<file path="config.mk">
export PLATFORM = sky130hd
export DESIGN_NAME = sector_erase_seq
export DESIGN_NICKNAME = d
export VERILOG_FILES = /design/src/rtl/sect_erase_pkg.sv /design/src/rtl/se_cmd_fsm.sv /design/src/rtl/se_erase_engine.sv /design/src/rtl/se_read_port.sv /design/src/rtl/sector_erase_seq.sv
export SDC_FILE = /design/constraint.sdc
export NUM_CORES = 1
export LEC_CHECK = 0
export ABC_AREA = 1
export BUFFER_PORTS_ARGS = -buffer_cell sky130_fd_sc_hd__buf_4
export CAP_MARGIN = 20
export CORE_ASPECT_RATIO = 1.1
export CORE_MARGIN = 4
export CORE_UTILIZATION = 46
export CTS_CLUSTER_DIAMETER = 100
export CTS_CLUSTER_SIZE = 14
export DETAILED_ROUTE_END_ITERATION = 6
export PLACE_DENSITY = 0.62
export SLEW_MARGIN = 0
export SYNTH_ARGS = -nofsm -noshare
export SYNTH_HDL_FRONTEND = slang
export SYNTH_SLANG_ARGS = --single-unit
</file>
<file path="constraint.sdc">
create_clock -name clk -period 5.3 [get_ports clk]
set_clock_uncertainty 0.05 [all_clocks]
set_input_delay 0.265 -clock clk [delete_from_list [all_inputs] [get_ports clk]]
set_output_delay 0.265 -clock clk [all_outputs]
set_load 0.005 [all_outputs]
</file>
<file path="src/rtl/sect_erase_pkg.sv">
package sect_erase_pkg;

  localparam int WORD_W = 16;
  localparam int KEY_AW = 11;

  localparam logic [7:0] K_UNLK1 = 8'hAA;
  localparam logic [7:0] K_UNLK2 = 8'h55;
  localparam logic [7:0] K_SETUP = 8'h80;
  localparam logic [7:0] K_SECT  = 8'h30;
  localparam logic [7:0] K_SUSP  = 8'hB0;

  localparam logic [KEY_AW-1:0] KA_HI = 11'h555;
  localparam logic [KEY_AW-1:0] KA_LO = 11'h2AA;

  typedef enum logic [2:0] {
    SQ_READ, SQ_C1, SQ_C2, SQ_C3, SQ_C4, SQ_C5, SQ_WIN, SQ_RUN
  } seq_st_t;

  typedef enum logic [1:0] {EN_IDLE, EN_ZERO, EN_WIPE} eng_st_t;

  function automatic logic [WORD_W-1:0] seed_word(input int idx);
    return 16'h5A00 | WORD_W'(idx);
  endfunction

endpackage

</file>
<file path="src/rtl/se_cmd_fsm.sv">
module se_cmd_fsm
  import sect_erase_pkg::*;
#(
  parameter int ADDR_W   = 12,
  parameter int NUM_SECT = 4,
  parameter int WIN_CYC  = 5000,
  localparam int SB = $clog2(NUM_SECT),
  localparam int CW = $clog2(WIN_CYC + 1)
) (
  input  logic                clk,
  input  logic                rst_n,
  input  logic                wr_fire,
  input  logic [ADDR_W-1:0]   wr_addr,
  input  logic [7:0]          wr_code,
  input  logic                erase_done,
  output logic                window_open,
  output logic                running,
  output logic                start_erase,
  output logic [NUM_SECT-1:0] sect_mask
);

  seq_st_t             st, st_n;
  logic [CW-1:0]       cnt, cnt_n;
  logic [NUM_SECT-1:0] mask_n;
  logic                start_n;
  logic                step_ok;
  logic                at_hi, at_lo;
  logic [NUM_SECT-1:0] sel;

  assign at_hi = (wr_addr[KEY_AW-1:0] == KA_HI);
  assign at_lo = (wr_addr[KEY_AW-1:0] == KA_LO);
  assign sel   = NUM_SECT'(1) << wr_addr[ADDR_W-1 -: SB];

  always_comb begin
    unique case (st)
      SQ_READ: step_ok = at_hi && (wr_code == K_UNLK1);
      SQ_C1:   step_ok = at_lo && (wr_code == K_UNLK2);
      SQ_C2:   step_ok = at_hi && (wr_code == K_SETUP);
      SQ_C3:   step_ok = at_hi && (wr_code == K_UNLK1);
      SQ_C4:   step_ok = at_lo && (wr_code == K_UNLK2);
      default: step_ok = 1'b0;
    endcase
  end

  always_comb begin
    st_n    = st;
    cnt_n   = cnt;
    mask_n  = sect_mask;
    start_n = 1'b0;
    unique case (st)
      SQ_READ, SQ_C1, SQ_C2, SQ_C3, SQ_C4: begin
        if (wr_fire) st_n = step_ok ? seq_st_t'(st + 3'd1) : SQ_READ;
      end
      SQ_C5: begin
        if (wr_fire) begin
          if (wr_code == K_SECT) begin
            st_n   = SQ_WIN;
            mask_n = sel;
            cnt_n  = '0;
          end else begin
            st_n = SQ_READ;
          end
        end
      end
      SQ_WIN: begin
        if (wr_fire && wr_code == K_SECT) begin
          mask_n = sect_mask | sel;
          cnt_n  = '0;
        end else if (wr_fire && wr_code != K_SUSP) begin
          st_n   = SQ_READ;
          mask_n = '0;
        end else if (cnt == CW'(WIN_CYC - 1)) begin
          st_n    = SQ_RUN;
          start_n = 1'b1;
        end else begin
          cnt_n = cnt + 1'b1;
        end
      end
      SQ_RUN: begin
        if (erase_done) begin
          st_n   = SQ_READ;
          mask_n = '0;
        end
      end
      default: st_n = SQ_READ;
    endcase
  end

  always_ff @(posedge clk) begin
    if (!rst_n) begin
      st          <= SQ_READ;
      cnt         <= '0;
      sect_mask   <= '0;
      start_erase <= 1'b0;
    end else begin
      st          <= st_n;
      cnt         <= cnt_n;
      sect_mask   <= mask_n;
      start_erase <= start_n;
    end
  end

  assign window_open = (st == SQ_WIN);
  assign running     = (st == SQ_RUN);


  win_cnt_lim_chk: assert property (@(posedge clk) disable iff (!rst_n)
    window_open |-> (cnt < CW'(WIN_CYC)));


  win_abort_chk: assert property (@(posedge clk) disable iff (!rst_n)
    (window_open && wr_fire && wr_code != K_SECT && wr_code != K_SUSP)
    |=> (!window_open && sect_mask == '0));


  done_release_chk: assert property (@(posedge clk) disable iff (!rst_n)
    (running && erase_done) |=> (!running && sect_mask == '0));


  win_mask_chk: assert property (@(posedge clk) disable iff (!rst_n)
    window_open |-> (sect_mask != '0));

endmodule

</file>
<file path="src/rtl/se_erase_engine.sv">
module se_erase_engine
  import sect_erase_pkg::*;
#(
  parameter int ADDR_W    = 12,
  parameter int NUM_SECT  = 4,
  parameter int OFF_W     = 3,
  parameter int ERASE_CYC = 20000,
  localparam int SB    = $clog2(NUM_SECT),
  localparam int DEPTH = NUM_SECT << OFF_W,
  localparam int IW    = $clog2(DEPTH),
  localparam int EW    = $clog2(ERASE_CYC + 1)
) (
  input  logic                clk,
  input  logic                rst_n,
  input  logic                start,
  input  logic [NUM_SECT-1:0] mask,
  input  logic [ADDR_W-1:0]   rd_addr,
  output logic                erase_done,
  output logic [WORD_W-1:0]   rd_word
);

  logic [WORD_W-1:0] mem [DEPTH];
  eng_st_t           es;
  logic [IW-1:0]     idx;
  logic [EW-1:0]     ecnt;
  logic [IW-1:0]     rd_idx;
  logic              unused_mid;

  assign rd_idx     = {rd_addr[ADDR_W-1 -: SB], rd_addr[OFF_W-1:0]};
  assign unused_mid = ^rd_addr[ADDR_W-SB-1:OFF_W];
  assign rd_word    = mem[rd_idx];

  always_ff @(posedge clk) begin
    if (!rst_n) begin
      for (int i = 0; i < DEPTH; i++) mem[i] <= seed_word(i);
      es         <= EN_IDLE;
      idx        <= '0;
      ecnt       <= '0;
      erase_done <= 1'b0;
    end else begin
      erase_done <= 1'b0;
      unique case (es)
        EN_IDLE: begin
          if (start) begin
            es  <= EN_ZERO;
            idx <= '0;
          end
        end
        EN_ZERO: begin
          if (mask[idx[IW-1 -: SB]]) mem[idx] <= '0;
          if (idx == IW'(DEPTH - 1)) begin
            es   <= EN_WIPE;
            ecnt <= '0;
          end else begin
            idx <= idx + 1'b1;
          end
        end
        EN_WIPE: begin
          if (ecnt == EW'(ERASE_CYC - 1)) begin
            for (int i = 0; i < DEPTH; i++)
              if (mask[SB'(i >> OFF_W)]) mem[i] <= '1;
            es         <= EN_IDLE;
            erase_done <= 1'b1;
          end else begin
            ecnt <= ecnt + 1'b1;
          end
        end
        default: es <= EN_IDLE;
      endcase
    end
  end


  phase_mask_chk: assert property (@(posedge clk) disable iff (!rst_n)
    (es != EN_IDLE) |-> (mask != '0));


  zero_write_chk: assert property (@(posedge clk) disable iff (!rst_n)
    (es == EN_ZERO && mask[idx[IW-1 -: SB]]) |=> (mem[$past(idx)] == '0));


  done_pulse_chk: assert property (@(posedge clk) disable iff (!rst_n)
    erase_done |=> !erase_done);

endmodule

</file>
<file path="src/rtl/se_read_port.sv">
module se_read_port
  import sect_erase_pkg::*;
#(
  parameter int ADDR_W   = 12,
  parameter int NUM_SECT = 4,
  localparam int SB = $clog2(NUM_SECT)
) (
  input  logic                clk,
  input  logic                rst_n,
  input  logic                rd_valid,
  input  logic [ADDR_W-1:0]   rd_addr,
  input  logic [NUM_SECT-1:0] mask,
  input  logic                running,
  input  logic [WORD_W-1:0]   rd_word,
  output logic [WORD_W-1:0]   rd_data,
  output logic                rd_data_valid
);

  logic              hit;
  logic              tgl;
  logic [WORD_W-1:0] stat;

  assign hit = mask[rd_addr[ADDR_W-1 -: SB]];

  always_comb begin
    stat     = '0;
    stat[6]  = ~tgl;
    stat[14] = ~tgl;
    stat[3]  = running;
    stat[11] = running;
  end

  always_ff @(posedge clk) begin
    if (!rst_n) begin
      tgl           <= 1'b0;
      rd_data       <= '0;
      rd_data_valid <= 1'b0;
    end else begin
      rd_data_valid <= rd_valid;
      if (rd_valid) begin
        rd_data <= hit ? stat : rd_word;
        if (hit) tgl <= ~tgl;
      end
    end
  end


  rd_latency_chk: assert property (@(posedge clk) disable iff (!rst_n)
    rd_valid |=> rd_data_valid);


  stat_form_chk: assert property (@(posedge clk) disable iff (!rst_n)
    (rd_valid && hit) |=> (!rd_data[7] && !rd_data[15]
                           && rd_data[6] == rd_data[14]
                           && rd_data[3] == rd_data[11]));

endmodule

</file>
<file path="src/rtl/sector_erase_seq.sv">
module sector_erase_seq
  import sect_erase_pkg::*;
#(
  parameter int ADDR_W    = 12,
  parameter int NUM_SECT  = 4,
  parameter int OFF_W     = 3,
  parameter int WIN_CYC   = 5000,
  parameter int ERASE_CYC = 20000
) (
  input  logic              clk,
  input  logic              rst_n,
  input  logic              wr_valid,
  output logic              wr_ready,
  input  logic [ADDR_W-1:0] wr_addr,
  input  logic [7:0]        wr_data,
  input  logic              rd_valid,
  input  logic [ADDR_W-1:0] rd_addr,
  output logic [WORD_W-1:0] rd_data,
  output logic              rd_data_valid,
  output logic              busy,
  output logic              window_open
);

  logic                running;
  logic                start_erase;
  logic                erase_done;
  logic [NUM_SECT-1:0] sect_mask;
  logic [WORD_W-1:0]   rd_word;
  logic                wr_fire;

  assign wr_ready = !running;
  assign wr_fire  = wr_valid && wr_ready;
  assign busy     = window_open || running;

  se_cmd_fsm #(
    .ADDR_W(ADDR_W), .NUM_SECT(NUM_SECT), .WIN_CYC(WIN_CYC)
  ) fsm_i (
    .clk(clk), .rst_n(rst_n), .wr_fire(wr_fire), .wr_addr(wr_addr),
    .wr_code(wr_data), .erase_done(erase_done), .window_open(window_open),
    .running(running), .start_erase(start_erase), .sect_mask(sect_mask)
  );

  se_erase_engine #(
    .ADDR_W(ADDR_W), .NUM_SECT(NUM_SECT), .OFF_W(OFF_W), .ERASE_CYC(ERASE_CYC)
  ) eng_i (
    .clk(clk), .rst_n(rst_n), .start(start_erase), .mask(sect_mask),
    .rd_addr(rd_addr), .erase_done(erase_done), .rd_word(rd_word)
  );

  se_read_port #(
    .ADDR_W(ADDR_W), .NUM_SECT(NUM_SECT)
  ) rdp_i (
    .clk(clk), .rst_n(rst_n), .rd_valid(rd_valid), .rd_addr(rd_addr),
    .mask(sect_mask), .running(running), .rd_word(rd_word),
    .rd_data(rd_data), .rd_data_valid(rd_data_valid)
  );


  run_backpressure_chk: assert property (@(posedge clk) disable iff (!rst_n)
    ($fell(window_open) && busy) |-> !wr_ready);

endmodule

</file>
======== After elaboration in Yosys (flattened, before gate mapping) ========
Memory sizes are Yosys's and may differ from the RTL's.
Index checks and enable logic that the tools add are counted.
operators by class
  multiplexer cells ....................... 93
  equality and inequality tests ........... 33
  shift operators ......................... 1
  reductions and logical operators ........ 27
  $lt $le $gt $ge ......................... 2
  $add $sub $neg .......................... 4
  bitwise logic cells ..................... 36
operators by type and width
  cell                                                                      number
  16-bit 2-to-1 mux                                                         34
  13-bit 2-to-1 mux                                                         5
  1-bit OR                                                                  32
  15-bit 2-to-1 mux                                                         2
  15-bit one-hot mux with 2 select lines                                    1
  13-bit one-hot mux with 2 select lines                                    1
  1-bit 2-to-1 mux                                                          24
  3-bit 2-to-1 mux                                                          8
  4-bit 2-to-1 mux                                                          5
  8-bit == test (second input constant)                                     2
  16-bit OR reduction                                                       1
  15-bit by 1-bit adder with 15-bit output (second input constant)          1
  15-bit == test (second input constant)                                    1
  5-bit 2-to-1 mux                                                          3
  5-bit AND reduction                                                       3
  13-bit by 1-bit adder with 13-bit output (second input constant)          1
  13-bit == test (second input constant)                                    1
  3-bit == test (second input constant)                                     4
  2-bit by 1-bit inequality test with 1-bit output (second input constant)  6
  3-bit one-hot mux with 4 select lines                                     1
  4-bit one-hot mux with 3 select lines                                     1
  11-bit by 10-bit == test with 1-bit output (second input constant)        1
  11-bit == test (second input constant)                                    1
  5-bit one-hot mux with 2 select lines                                     1
  other kinds (33)                                                          56
storage, ports and cells
  flip-flop bits (word level) ............. 62
  input bits .............................. 36
  memories kept ........................... 1
  bits in writable memories ............... 512
  word-level logic and storage cells ...... 208
  output and inout port bits .............. 20
memory list
  name       depth  width  rd ports  clocked after memory_dff  write ports  RTL line               RTL
  eng_i.mem  32     16     1         0                         32           se_erase_engine.sv:22  logic [WORD_W-1:0] mem [DEPTH];

======== Depth between registers and ports, before layout ========
  depth in word-level cells ............... 8
  mapped depth ............................ 14
  gate-level depth less buffers ........... 14

======== Cells and area by module ========
From an unflattened synthesis, not the netlist that was laid out.
unflattened totals
  cell total of the unflattened synthesis .. 1,121
  area, all modules ....................... 7,136.8 um^2
by module, submodules not included
  module            cells an instance  area each (um^2)  instances
  se_erase_engine   690                4,344.2           1
  se_cmd_fsm        327                1,888.1           1
  se_read_port      99                 883.3             1
  sector_erase_seq  5                  21.3              1

======== Least setup slack after synthesis ========
OpenSTA, ideal clock, no wires.
  path kind ............................... register to register
  from .................................... register eng_i.idx[2]
  to ...................................... register eng_i.ecnt[10]
  data required time ...................... 5,179 ps
  clock period less this slack ............ 1,833 ps
  setup time .............................. 71 ps
  slack ................................... 3,467 ps
  data arrival time ....................... 1,712 ps
  stages on the path, launching flop included .. 14
  buffers on the path ..................... 2
  cells stage by stage .................... dfxtp_1 -> clkbuf_1 -> inv_1 -> nor3_1 -> ha_1 -> nor2_1 -> inv_1 -> nand2_1 -> inv_1 -> nand2_4 -> inv_2 -> buf_2 -> nand4_1 -> a21oi_1
between the ends
  word-level cells in the longest chain between the ends .. 3
ends and longest elaborated chain
  what                                                        RTL line               RTL
  from (decl)                                                 se_erase_engine.sv:24  logic [IW-1:0] idx;
  from (signal assigned)                                      se_erase_engine.sv:55  idx <= idx + 1'b1;
  5-bit == test                                               se_erase_engine.sv:51  if (idx == IW'(DEPTH - 1)) begin
  2-bit by 1-bit inequality test with 1-bit output (no line)  -
  3-bit AND reduction (no line)                               -
  to (signal assigned)                                        se_erase_engine.sv:65  ecnt <= ecnt + 1'b1;
  to (decl)                                                   se_erase_engine.sv:25  logic [EW-1:0] ecnt;
Every way passes these cells.
A chain may end at the register's enable or synchronous reset.

======== Worst setup path after layout ========
  from .................................... register fsm_i.st[0]
  to ...................................... register fsm_i.cnt[1]
between the ends
  word-level cells in the longest chain between the ends .. 6
  elaborated cells on any way between the ends .. 15
  classes of those cells .................. eq/ne (7); mux (2); reduce/logical (6)
ends and longest elaborated chain
  what                                                                                             RTL line                            RTL
  from (decl)                                                                                      se_cmd_fsm.sv:22                    seq_st_t st, st_n;
  from (signal assigned)                                                                           se_cmd_fsm.sv:96                    st <= st_n;
  3-bit == test                                                                                    se_cmd_fsm.sv:104                   assign running = (st == SQ_RUN);
  1-bit zero test                                                                                  sector_erase_seq.sv:31              assign wr_ready = !running;
  1-bit logical AND                                                                                sector_erase_seq.sv:32              assign wr_fire = wr_valid && wr_ready;
  1-bit logical AND, on equally long branches                                                      se_cmd_fsm.sv:69, se_cmd_fsm.sv:66
  3-bit by 2-bit inequality test with 1-bit output (no line) or 13-bit 2-to-1 mux (tied branches)  -
  5-bit AND reduction (no line) or 13-bit one-hot mux with 2 select lines (tied branches)          -
  to (signal assigned)                                                                             se_cmd_fsm.sv:97                    cnt <= cnt_n;
  to (decl)                                                                                        se_cmd_fsm.sv:23                    logic [CW-1:0] cnt, cnt_n;
Parallel ways exist; a longest one is shown, timed or not.

==> impl_metrics.py <==
metrics = {
    "pwr": {
        "p_clk_share_pct": 39.8,
        "combPwrFrac_pct": 12.1,
        "power_frac_seq_pct": 48.2,
        "switching_share_pct": 28.1,
        "powerDensity_mw_per_mm2": 240,
        "internal_power_mw": 1.20,
        "p_switching_mw": 0.467,
        "leakagePower_nw": 3.07,
        "ir_drop_mv": 0.117,
    },
    "floorplanning": {
        "io_pins": 56,
        "start_util_pct": 47.1,
        "die_x_um": 119,
        "die-height_um": 130,
        "core-area_sq_mm": 0.0133,
        "num_rows": 44,
        "dieArea_sq_mm": 0.0155,
    },
    "synth": {
        "ys_types": 38,
        "synthMuxAreaShare_pct": 0,
        "yosys_most_used_dff": "dfxtp_1",
        "synthCells": 1015,
        "synth_top_area_share_pct": 33.3,
        "synth.cell_area_sq_mm": 0.00625,
        "yosysTopAreaCell": "dfxtp_1",
        "synth-seq-cells": 104,
        "synth_xor_area_share_pct": 0.561,
        "ys_seq_area_share_pct": 33.3,
        "synth_async_sr_flop_share_pct": 0,
        "synth_nets": 1067,
        "synth_top_family_by_area": "simple AND/OR/NAND/NOR gates",
        "synth-simple-area-share_pct": 40.1,
        "yosys-top-cells-area": "dfxtp_1 (33%), nand2_1 (18%), nand3_1 (8.4%), inv_1 (7.9%), nor2_1 (6.6%)",
        "syn_avg_cell_area_sq_um": 6.16,
        "synth_commonest_cells": "nand2_1 (294), inv_1 (131), nor2_1 (110)",
        "synth.most_common_cell": "nand2_1",
        "yosys.area_share.adder_pct": 3.20,
        "synth_compound_area_share_pct": 10.8,
        "ys_warn_count": 0,
        "synth_edf_count": 0,
    },
    "timing": {
        "max_freq_ghz": 0.451,
        "slew_headroom_pct": 64.9,
        "rsz0062_at_grt": "false",
        "hold_viol": 0,
        "slew_violations": 0,
        "setup_viol": 0,
        "worst_slew_pin_slew_ns": 0.522,
        "fin_crit_ns": 2.21,
        "timing.setup.tns_ns": 0,
        "finalCritPeriodShare_pct": 41.8,
    },
    "grt": {
        "antenna_found_initial": 0,
        "grt_pass1_vias": 5579,
        "grt_pass1_wl_mm": 26.1,
        "gr-total-overflow": 0,
        "grt.total_usage_pct": 20.6,
        "grt_start_max_net_pins": 42,
    },
    "worst_setup_path": {
        "max_stage_delay_ns": 0.34,
        "critical_path_class": "register to register",
        "cp_slowest_cell": "dfxtp_1",
        "cp-end-kind": "register",
        "cp_cell_sequence": "ha_1 -> ha_1 -> inv_2 -> nand2_2 -> inv_2 -> nand2_4 -> o21ai_4 -> nand2_4 -> inv_2 -> nand2_1 -> nand2_1 -> nor2_1",
        "start_kind": "register",
        "worstPathMaxFanout": 13,
        "cp_common_cell": "inv_2",
        "crit_required_ns": 5.50,
        "critPathArrivalTime_ns": 2.42,
    },
    "run_status": {
        "status": "complete, no violations",
    },
    "detailed_routing": {
        "routedWlPerCell_um": 12.6,
        "drt_first_pass_iters": 5,
        "via_count": 6088,
        "ant_nets": 0,
        "drc_errors": 0,
        "vias_per_cell": 4.96,
        "drt_iter0_drc": 274,
        "finalWirelength_mm": 15.5,
    },
    "cells_and_area": {
        "antenna_cells": 0,
        "final_area_sq_mm": 0.00694,
        "area_growth_pct": 11.0,
        "fin_nets": 1091,
        "drive_gt1_share_pct": 10.1,
    },
    "clock_tree": {
        "cts_hold_buf": 0,
        "postCtsSetupBuffers": 0,
        "cts_buffers": 9,
        "cts_root_buffer": "clkbuf_16",
        "htreeDepth": 3,
        "clk_pin_slew_ns": 0.07,
        "worstSkewPairLatency_ns": 0.36,
        "cts_sinks": 104,
        "cts-resized-gates": 0,
        "cts_tree": "done",
        "cts_buffer_depth": 2,
    },
    "place": {
        "postPlaceCellArea_sq_mm": 0.00665,
        "dpl.hpwl_mm": 11.2,
        "place_congestion": 0.877,
        "portBuffers": 48,
    },
    "min_path": {
        "hold_path_class": "input pin to register",
    },
    "run": {
        "cap_violations": 0,
    },
}
==> path summary, 6_finish.rpt <==
path | from | end | slack (ns) | cells after the start
setup / recovery | fsm_i.st[0]$_SDFFE_PN0P_ | fsm_i.cnt[1]$_SDFFE_PN0P_ | 3.09 | 12
hold / removal | rd_valid | rdp_i.rd_data_valid$_SDFF_PN0_ | 0.09 | 3
setup reg to reg | fsm_i.st[0]$_SDFFE_PN0P_ | fsm_i.cnt[1]$_SDFFE_PN0P_ | 3.09 | 12
hold reg to reg | eng_i.mem[3][13]$_SDFFE_PP0P_ | eng_i.mem[3][13]$_SDFFE_PP0P_ | 0.40 | 2
==> per-layer routing <==
layer	global-route usage [%]	vias to the layer above	routed length, um
met5	0	-	0
met4	8.45	0	337
met3	2.64	19	532
met2	35.9	99	7460
met1	25.8	2691	7150
li1	-	3279	-
==> critical path: cells and delay by family, from the launching register on <==
family / cells / cell delay [ns]
AOI/OAI and AO/OA: 1 / 0.23
adders and majority gates: 2 / 0.48
buffers and inverters: 3 / 0.47
DFF: 1 / 0.34
and+or+nand+nor: 6 / 0.55
==> cell type report <==
class	instances	area, sq um
Fill cell	1407	6330
Clock buffer	9	225
Inverter	147	557
Multi-Input combinational cell	728	3420
Timing Repair Buffer	49	368
Clock inverter	7	60.1
Sequential cell	104	2080
Tap cell	184	230
==> registers in the layout, indices dropped and copies added, names as in the netlist, 2 cells and up <==
| name | cells |
|---|---|
| fsm_i.cnt | 13 |
| fsm_i.st | 3 |
| eng_i.ecnt | 15 |
| eng_i.mem | 48 |
| fsm_i.sect_mask | 4 |
| eng_i.es | 2 |
| eng_i.idx | 5 |
| rdp_i.rd_data | 10 |
==> metrics by stage <==
stage               util, %  std cells  setup WS [ns]  total power, mW  hold WS [ns]
floorplan                 -       1015           3.47            0.958         0.313
CTS                    52.3       1228           3.08             1.68        0.0777
finish                 52.3       1228           3.09             1.66        0.0893
detailed placement     50.1       1212           3.10             1.02         0.393
global placement       50.1       1212           3.06             1.02         0.389
global route           52.3       1228           2.87             1.74        0.0919
==> cell families after synthesis <==
kind of cell / count (synthesis)
and+or+nand+nor: 580
DFF: 104
adders and majority gates: 16
buffers and inverters: 183
AOI/OAI and AO/OA: 128
xor gates and xnor gates: 4
==> cell usage in the layout, fill, tap and decap left out, drive strengths merged, types with 2 or more instances in the layout <==
cell type  count
o21bai         2
a22oi          3
dfxtp        104
a21oi         63
clkbuf         9
xor2           4
nand3b         3
or2            4
nand4         26
ha            16
nor3          16
inv          151
o21ai         56
nor2         119
nand2        303
buf           49
clkinv         3
nand3        107
==> power groups by stage <==
stage               registers [mW]  clock network [mW]  logic [mW]
floorplan                    0.818                   0       0.140
global route                 0.804               0.704       0.231
detailed placement           0.820                   0       0.201
finish                       0.801               0.661       0.200
global placement             0.820                   0       0.202
CTS                          0.802               0.679       0.202
Note: power is estimated with default switching activity, not from simulation.
